`src/rtl/rtc_time_seq.sv`:
```
module rtc_time_seq #(
  parameter int ADDR_W = 4,
  parameter logic [ADDR_W-1:0] A_SEC  = 4'd2,
  parameter logic [ADDR_W-1:0] A_MIN  = 4'd3,
  parameter logic [ADDR_W-1:0] A_HOUR = 4'd4,
  parameter logic [ADDR_W-1:0] A_MDAY = 4'd5,
  parameter logic [ADDR_W-1:0] A_MON  = 4'd6,
  parameter logic [ADDR_W-1:0] A_WDAY = 4'd7,
  parameter logic [ADDR_W-1:0] A_YEAR = 4'd8,
  parameter logic [ADDR_W-1:0] A_STAT = 4'd0,
  parameter logic [ADDR_W-1:0] CMD_SNAP   = 4'd14,
  parameter logic [ADDR_W-1:0] CMD_COMMIT = 4'd15,
  parameter logic [7:0] PROBE_PAT = 8'h33
) (
  input  logic              clk,
  input  logic              rst_n,
  input  logic              rd_req,
  input  logic              wr_req,
  input  logic [6:0]        in_sec,
  input  logic [6:0]        in_min,
  input  logic [6:0]        in_hour,
  input  logic [6:0]        in_mday,
  input  logic [6:0]        in_mon,
  input  logic [6:0]        in_wday,
  input  logic [7:0]        in_year,
  output logic [6:0]        out_sec,
  output logic [6:0]        out_min,
  output logic [6:0]        out_hour,
  output logic [6:0]        out_mday,
  output logic [6:0]        out_mon,
  output logic [6:0]        out_wday,
  output logic [7:0]        out_year,
  output logic              txn_req,
  output logic              txn_write,
  output logic              txn_cmd,
  output logic [ADDR_W-1:0] txn_addr,
  output logic [7:0]        txn_wdata,
  input  logic              txn_ack,
  input  logic [7:0]        txn_rdata,
  output logic              ready,
  output logic              probe_ok,
  output logic              probe_fail,
  output logic              done
);

  localparam int NREG = 7;

  typedef enum logic [2:0] {S_PW, S_PR, S_CLR, S_IDLE, S_RD, S_WR, S_HALT} st_t;

  st_t        st;
  logic [2:0] step;
  logic [7:0] wbcd [NREG];
  logic [6:0] rbin [NREG];

  function automatic logic [ADDR_W-1:0] reg_at(input logic [2:0] i);
    case (i)
      3'd0:    return A_SEC;
      3'd1:    return A_MIN;
      3'd2:    return A_HOUR;
      3'd3:    return A_MDAY;
      3'd4:    return A_MON;
      3'd5:    return A_WDAY;
      default: return A_YEAR;
    endcase
  endfunction

  function automatic logic [7:0] to_bcd(input logic [7:0] v);
    logic [7:0] r, t, u;
    r = v % 8'd100;
    t = r / 8'd10;
    u = r % 8'd10;
    return {t[3:0], u[3:0]};
  endfunction

  function automatic logic [6:0] from_bcd(input logic [7:0] b);
    return {3'b0, b[7:4]} * 7'd10 + {3'b0, b[3:0]};
  endfunction

  logic [2:0] rd_idx;
  assign rd_idx = step - 3'd1;

  always_comb begin
    txn_req   = 1'b0;
    txn_write = 1'b0;
    txn_cmd   = 1'b0;
    txn_addr  = '0;
    txn_wdata = '0;
    case (st)
      S_PW: begin
        txn_req = 1'b1; txn_write = 1'b1; txn_addr = A_SEC; txn_wdata = PROBE_PAT;
      end
      S_PR: begin
        txn_req = 1'b1; txn_addr = A_SEC;
      end
      S_CLR: begin
        txn_req = 1'b1; txn_write = 1'b1; txn_addr = A_STAT;
      end
      S_RD: begin
        txn_req = 1'b1;
        if (step == 3'd0) begin
          txn_write = 1'b1; txn_cmd = 1'b1; txn_addr = CMD_SNAP;
        end else begin
          txn_addr = reg_at(rd_idx);
        end
      end
      S_WR: begin
        txn_req = 1'b1; txn_write = 1'b1;
        if (step == 3'd7) begin
          txn_cmd = 1'b1; txn_addr = CMD_COMMIT;
        end else begin
          txn_addr  = reg_at(step);
          txn_wdata = wbcd[step];
        end
      end
      default: ;
    endcase
  end

  always_ff @(posedge clk) begin
    if (!rst_n) begin
      st         <= S_PW;
      step       <= '0;
      probe_ok   <= 1'b0;
      probe_fail <= 1'b0;
      done       <= 1'b0;
      for (int i = 0; i < NREG; i++) begin
        rbin[i] <= '0;
        wbcd[i] <= '0;
      end
    end else begin
      done <= 1'b0;
      case (st)
        S_PW:  if (txn_ack) st <= S_PR;
        S_PR:  if (txn_ack) begin
                 if (txn_rdata == PROBE_PAT) st <= S_CLR;
                 else begin
                   st         <= S_HALT;
                   probe_fail <= 1'b1;
                 end
               end
        S_CLR: if (txn_ack) begin
                 st       <= S_IDLE;
                 probe_ok <= 1'b1;
               end
        S_IDLE: begin
          step <= '0;
          if (rd_req) st <= S_RD;
          else if (wr_req) begin
            st      <= S_WR;
            wbcd[0] <= to_bcd({1'b0, in_sec});
            wbcd[1] <= to_bcd({1'b0, in_min});
            wbcd[2] <= to_bcd({1'b0, in_hour});
            wbcd[3] <= to_bcd({1'b0, in_mday});
            wbcd[4] <= to_bcd({1'b0, in_mon} + 8'd1);
            wbcd[5] <= to_bcd({1'b0, in_wday});
            wbcd[6] <= to_bcd(in_year);
          end
        end
        S_RD: if (txn_ack) begin
          if (step != 3'd0) rbin[rd_idx] <= from_bcd(txn_rdata);
          step <= step + 3'd1;
          if (step == 3'd7) begin
            st   <= S_IDLE;
            done <= 1'b1;
          end
        end
        S_WR: if (txn_ack) begin
          step <= step + 3'd1;
          if (step == 3'd7) begin
            st   <= S_IDLE;
            done <= 1'b1;
          end
        end
        default: ;
      endcase
    end
  end

  assign ready    = (st == S_IDLE);
  assign out_sec  = rbin[0];
  assign out_min  = rbin[1];
  assign out_hour = rbin[2];
  assign out_mday = rbin[3];
  assign out_mon  = rbin[4] - 7'd1;
  assign out_wday = rbin[5];
  assign out_year = {1'b0, rbin[6]} + 8'd100;

  AST_REQ_HELD: assert property (@(posedge clk) disable iff (!rst_n)
    txn_req && !txn_ack |=> txn_req && $stable(txn_addr) && $stable(txn_write)
                            && $stable(txn_cmd) && $stable(txn_wdata));
  AST_DONE_PULSE: assert property (@(posedge clk) disable iff (!rst_n)
    done |=> !done);
  AST_DONE_IDLE: assert property (@(posedge clk) disable iff (!rst_n)
    done |-> ready && !txn_req);
  AST_HALT_QUIET: assert property (@(posedge clk) disable iff (!rst_n)
    probe_fail |-> !txn_req && !ready && !probe_ok);
  AST_FIELDS_HELD: assert property (@(posedge clk) disable iff (!rst_n)
    st != S_RD |=> $stable(out_sec) && $stable(out_min) && $stable(out_hour)
                   && $stable(out_mday) && $stable(out_mon) && $stable(out_wday)
                   && $stable(out_year));
  AST_OK_STICKY: assert property (@(posedge clk) disable iff (!rst_n)
    probe_ok |=> probe_ok && !probe_fail);

endmodule

```
`config.mk`:
```
export PLATFORM = sky130hd
export DESIGN_NAME = rtc_time_seq
export DESIGN_NICKNAME = d
export VERILOG_FILES = /design/src/rtl/rtc_time_seq.sv
export SDC_FILE = /design/constraint.sdc
export NUM_CORES = 1
export LEC_CHECK = 0
export ABC_CLOCK_PERIOD_IN_PS = 4400
export BUFFER_PORTS_ARGS = -buffer_cell sky130_fd_sc_hd__clkbuf_2
export CAP_MARGIN = 20
export CORE_ASPECT_RATIO = 0.8
export CORE_MARGIN = 2
export CORE_UTILIZATION = 30
export DETAILED_ROUTE_END_ITERATION = 10
export SLEW_MARGIN = 20
export SYNTH_ARGS = -nofsm -noshare
export SYNTH_HDL_FRONTEND = slang
export SYNTH_SLANG_ARGS = --single-unit
```
`constraint.sdc`:
```
create_clock -name clk -period 4.4 [get_ports clk]
set_input_delay 0.22 -clock clk [delete_from_list [all_inputs] [get_ports clk]]
set_output_delay 0.22 -clock clk [all_outputs]
set_load 0.03 [all_outputs]
```
==> flow_metrics.tcl <==
set metrics [dict create \
    status "completed" \
    synth_top_cell_area_share_pct 34.1 \
    die_h_um 156 \
    die-area_mm2 0.0302 \
    hp-class "in2reg" \
    synthCells 990 \
    io_buffers 131 \
    finalSetupTns_ns 0 \
    seq_area_mm2 0.00332 \
    ir_drop_mv 0.274 \
    ys_types 85 \
    clockBufferDepth 2 \
    hold_viol_final 0 \
    track_usage_pct 14.9 \
    p_sw_share_pct 32.1 \
    cp-startpoint "step[0]$_SDFFE_PN0P_" \
    reg2reg_from "step[0]$_SDFFE_PN0P_" \
    drcViolationCount 0 \
    std_cell_rows 55 \
    clock_sink_count 117 \
    clkPwrFrac_pct 39.8 \
    synth_nets 1084 \
    rsz0062_at_grt "no" \
    yosysWarnings 0 \
    cp.depth 8 \
    slowest_stage "a2111oi_0" \
    worstPathRequired_ns 4.18 \
    start_util_pct 30.6 \
    clk_latency_ns 0.42 \
    critPathArrivalTime_ns 3.24 \
    drt.antenna.violating_nets 0 \
    leakage_nw 3.97 \
    tightest_slew_ns 1.06 \
    cts_root_buf "clkbuf_16" \
    crit_path_end_kind "output pin" \
    dp.cells 1437 \
    crit_fanout 11 \
    synth_ff_type "edfxtp_1" \
    cts_tree "yes" \
    grt_overflow_total 0 \
    drt-initial-drc-count 653 \
    vias 7703 \
    r2r_slack_ns 1.47 \
    clock_skew_ns 0.00845 \
    hpwl_mm 16.8 \
    antenna_found_initial 0 \
    cp_slowest_stage_delay_ns 0.74 \
    cellPowerDensity_mw_per_mm2 338 \
    fill_cells 2847 \
    rr_worst_depth 7 \
    period_share_pct 78.7 \
    syn_area_mm2 0.00864 \
    synth_seq_cells 117 \
    setup_viol 0 \
    cp-start-kind "register" \
    final_cell_mix "155 x nor2_1, 131 x clkbuf_2, 98 x edfxtp_1, 76 x nand2_1, 71 x o21ai_0" \
    core_mm2 0.0283 \
    synth_area_leaders "edfxtp_1 34%, nor2_1 6.7%, dfxtp_1 4.4%" \
    p_sw_mw 1.10 \
    numCtsBuffers 17 \
    final_common_cell "nor2_1" \
    clk_pin_slew_worst_paths_ns 0.06 \
    final_nets 1180 \
    grt_pass1_vias 6878 \
    intPower_mw 2.33 \
    crit_family "compound AO/OA/AOI/OAI gates" \
    vias_per_cell 5.24 \
    routed_wl_mm 22.4 \
    finalWeightedCongestion 0.862 \
    dr.pass1.iters 5 \
    drive_above_1_share_pct 18.7 \
    postCtsSetupBuffers 0 \
    fmax_mhz 289 \
    htreeDepth 4 \
    post_cts_resized 0 \
    area_growth_pct 17.3 \
    path_cells "inv_1, ha_1, ha_1, a2111oi_0, a2111oi_0, nor3_1, nor2_1, clkbuf_2" \
    ctsHoldBuffers 0 \
    relSlewSlack_pct 29.2 \
    endpoint "txn_addr[2]" \
    multi_input_area_mm2 0.00490 \
    die_x_um 194 \
    grt_pass1_wl_mm 36.5 \
    critPathKind "reg2out" \
    synth_top_area_cell "edfxtp_1" \
    slew_violations 0 \
    async_reset_ff_share_pct 0 \
    critical_path_buf_inv_count 2 \
    avgRoutedWirePerCell_um 15.3 \
    syn-mean-instance-area_um2 8.73 \
    maxCapViolations 0 \
    combPwrFrac_pct 22.4 \
    antenna_cells 0 \
    layout.cells.non_filler 1469 \
    synth_edf_count 98 \
    reg2reg_to "rbin[0][5]$_SDFFCE_PN0P_" \
    grt_start_max_net_pins 57 \
    ys_seq_area_share_pct 38.5 \
    pin_count 132 \
    p_seq_share_pct 37.7 \
    period_needed_ns 3.46 \
]
## kinds of logic (layout without fill, tap and decap cells)
logic type	count (synthesis)	in the layout	share of synthesized area [%]
AND/OR/NAND/NOR	391	391	21.6
AO/OA/AOI/OAI	271	271	21.1
flip-flops	117	117	38.5
buffers and inverters	108	217	4.92
multiplexers	39	39	5.88
XOR/XNOR	33	33	3.34
adder cells (fa/ha/maj)	31	31	4.66
## synthesized netlist by cell type, types with 4 or more instances
cell	count
o31ai_1	8
buf_1	5
mux2i_1	26
nand2b_1	20
a31oi_1	11
a211oi_1	11
nand3_1	23
xor2_1	16
a21o_1	5
or3_1	7
inv_1	50
o31a_1	5
dfxtp_1	19
o22ai_1	5
mux4_2	9
and2_1	19
nor2b_1	14
buf_2	4
a22oi_1	7
nor3_1	30
and3_1	8
nand4_1	7
a41oi_1	4
nand3b_1	6
o211ai_1	7
o21a_1	10
a2111oi_0	4
ha_1	29
nand2_1	77
xnor2_1	17
a221oi_1	8
nor2_1	155
a211oi_2	4
o21ai_0	71
edfxtp_1	98
a21oi_1	67
clkbuf_1	46
mux2_2	4
## final cells by class
cell class / instances / share of cell area (%)
multi-input combinational: 765 / 48.3
inverter: 50 / 1.85
sequential: 117 / 32.8
clock buffer: 17 / 4.20
timing repair buffer: 135 / 6.76
clock inverter: 15 / 1.57
tap: 370 / 4.57
## layer usage
layer  vias to the layer above  routed length [µm]  global-route usage, %
met5                         -                   0                      0
met1                      3612               11200                   21.7
li1                       3849                   -                      -
met2                       217                9900                   22.7
met3                        25                1000                   2.64
met4                         0                 300                   4.03
## registers in the layout, summed over array words and instances, names as in the netlist, named ones only
name	cells
probe_ok	1
rbin	49
st	3
wbcd	56
done	1
step	3
probe_fail	1
## metrics by stage
step	total power [mW]	worst slack (ns)	hold WS, ns	utilization [%]	instance area [µm²]
floorplan	1.87	0.904	0.361	-	8640
global route	3.59	0.584	0.0917	35.9	10100
CTS	3.45	0.955	0.0898	35.9	10100
detailed placement	2.08	0.514	0.487	33.8	9560
finish	3.43	0.935	0.0930	35.9	10100
global placement	2.08	0.607	0.461	33.8	9560
## worst min path at each step
stage	endpoint	startpoint	cells past startpoint
5_1_grt	wbcd[1][0]$_SDFFCE_PN0P_	in_min[0]	2
6_report	wbcd[1][0]$_SDFFCE_PN0P_	in_min[0]	2
3_5_place_dp	probe_fail$_SDFFE_PN0P_	probe_fail$_SDFFE_PN0P_	2
2_1_floorplan	probe_fail$_SDFFE_PN0P_	txn_ack	2
3_3_place_gp	probe_fail$_SDFFE_PN0P_	probe_fail$_SDFFE_PN0P_	2
4_1_cts	wbcd[1][0]$_SDFFCE_PN0P_	in_min[0]	2
## power by group through the flow
stage,Clock [mW],Combinational [mW],Sequential (mW)
after floorplan,0,0.558,1.31
after global placement,0,0.759,1.32
after detailed placement,0,0.767,1.32
after CTS,1.39,0.770,1.29
after global routing,1.44,0.854,1.30
final,1.37,0.770,1.29
Power figures use the tool's default switching activity.
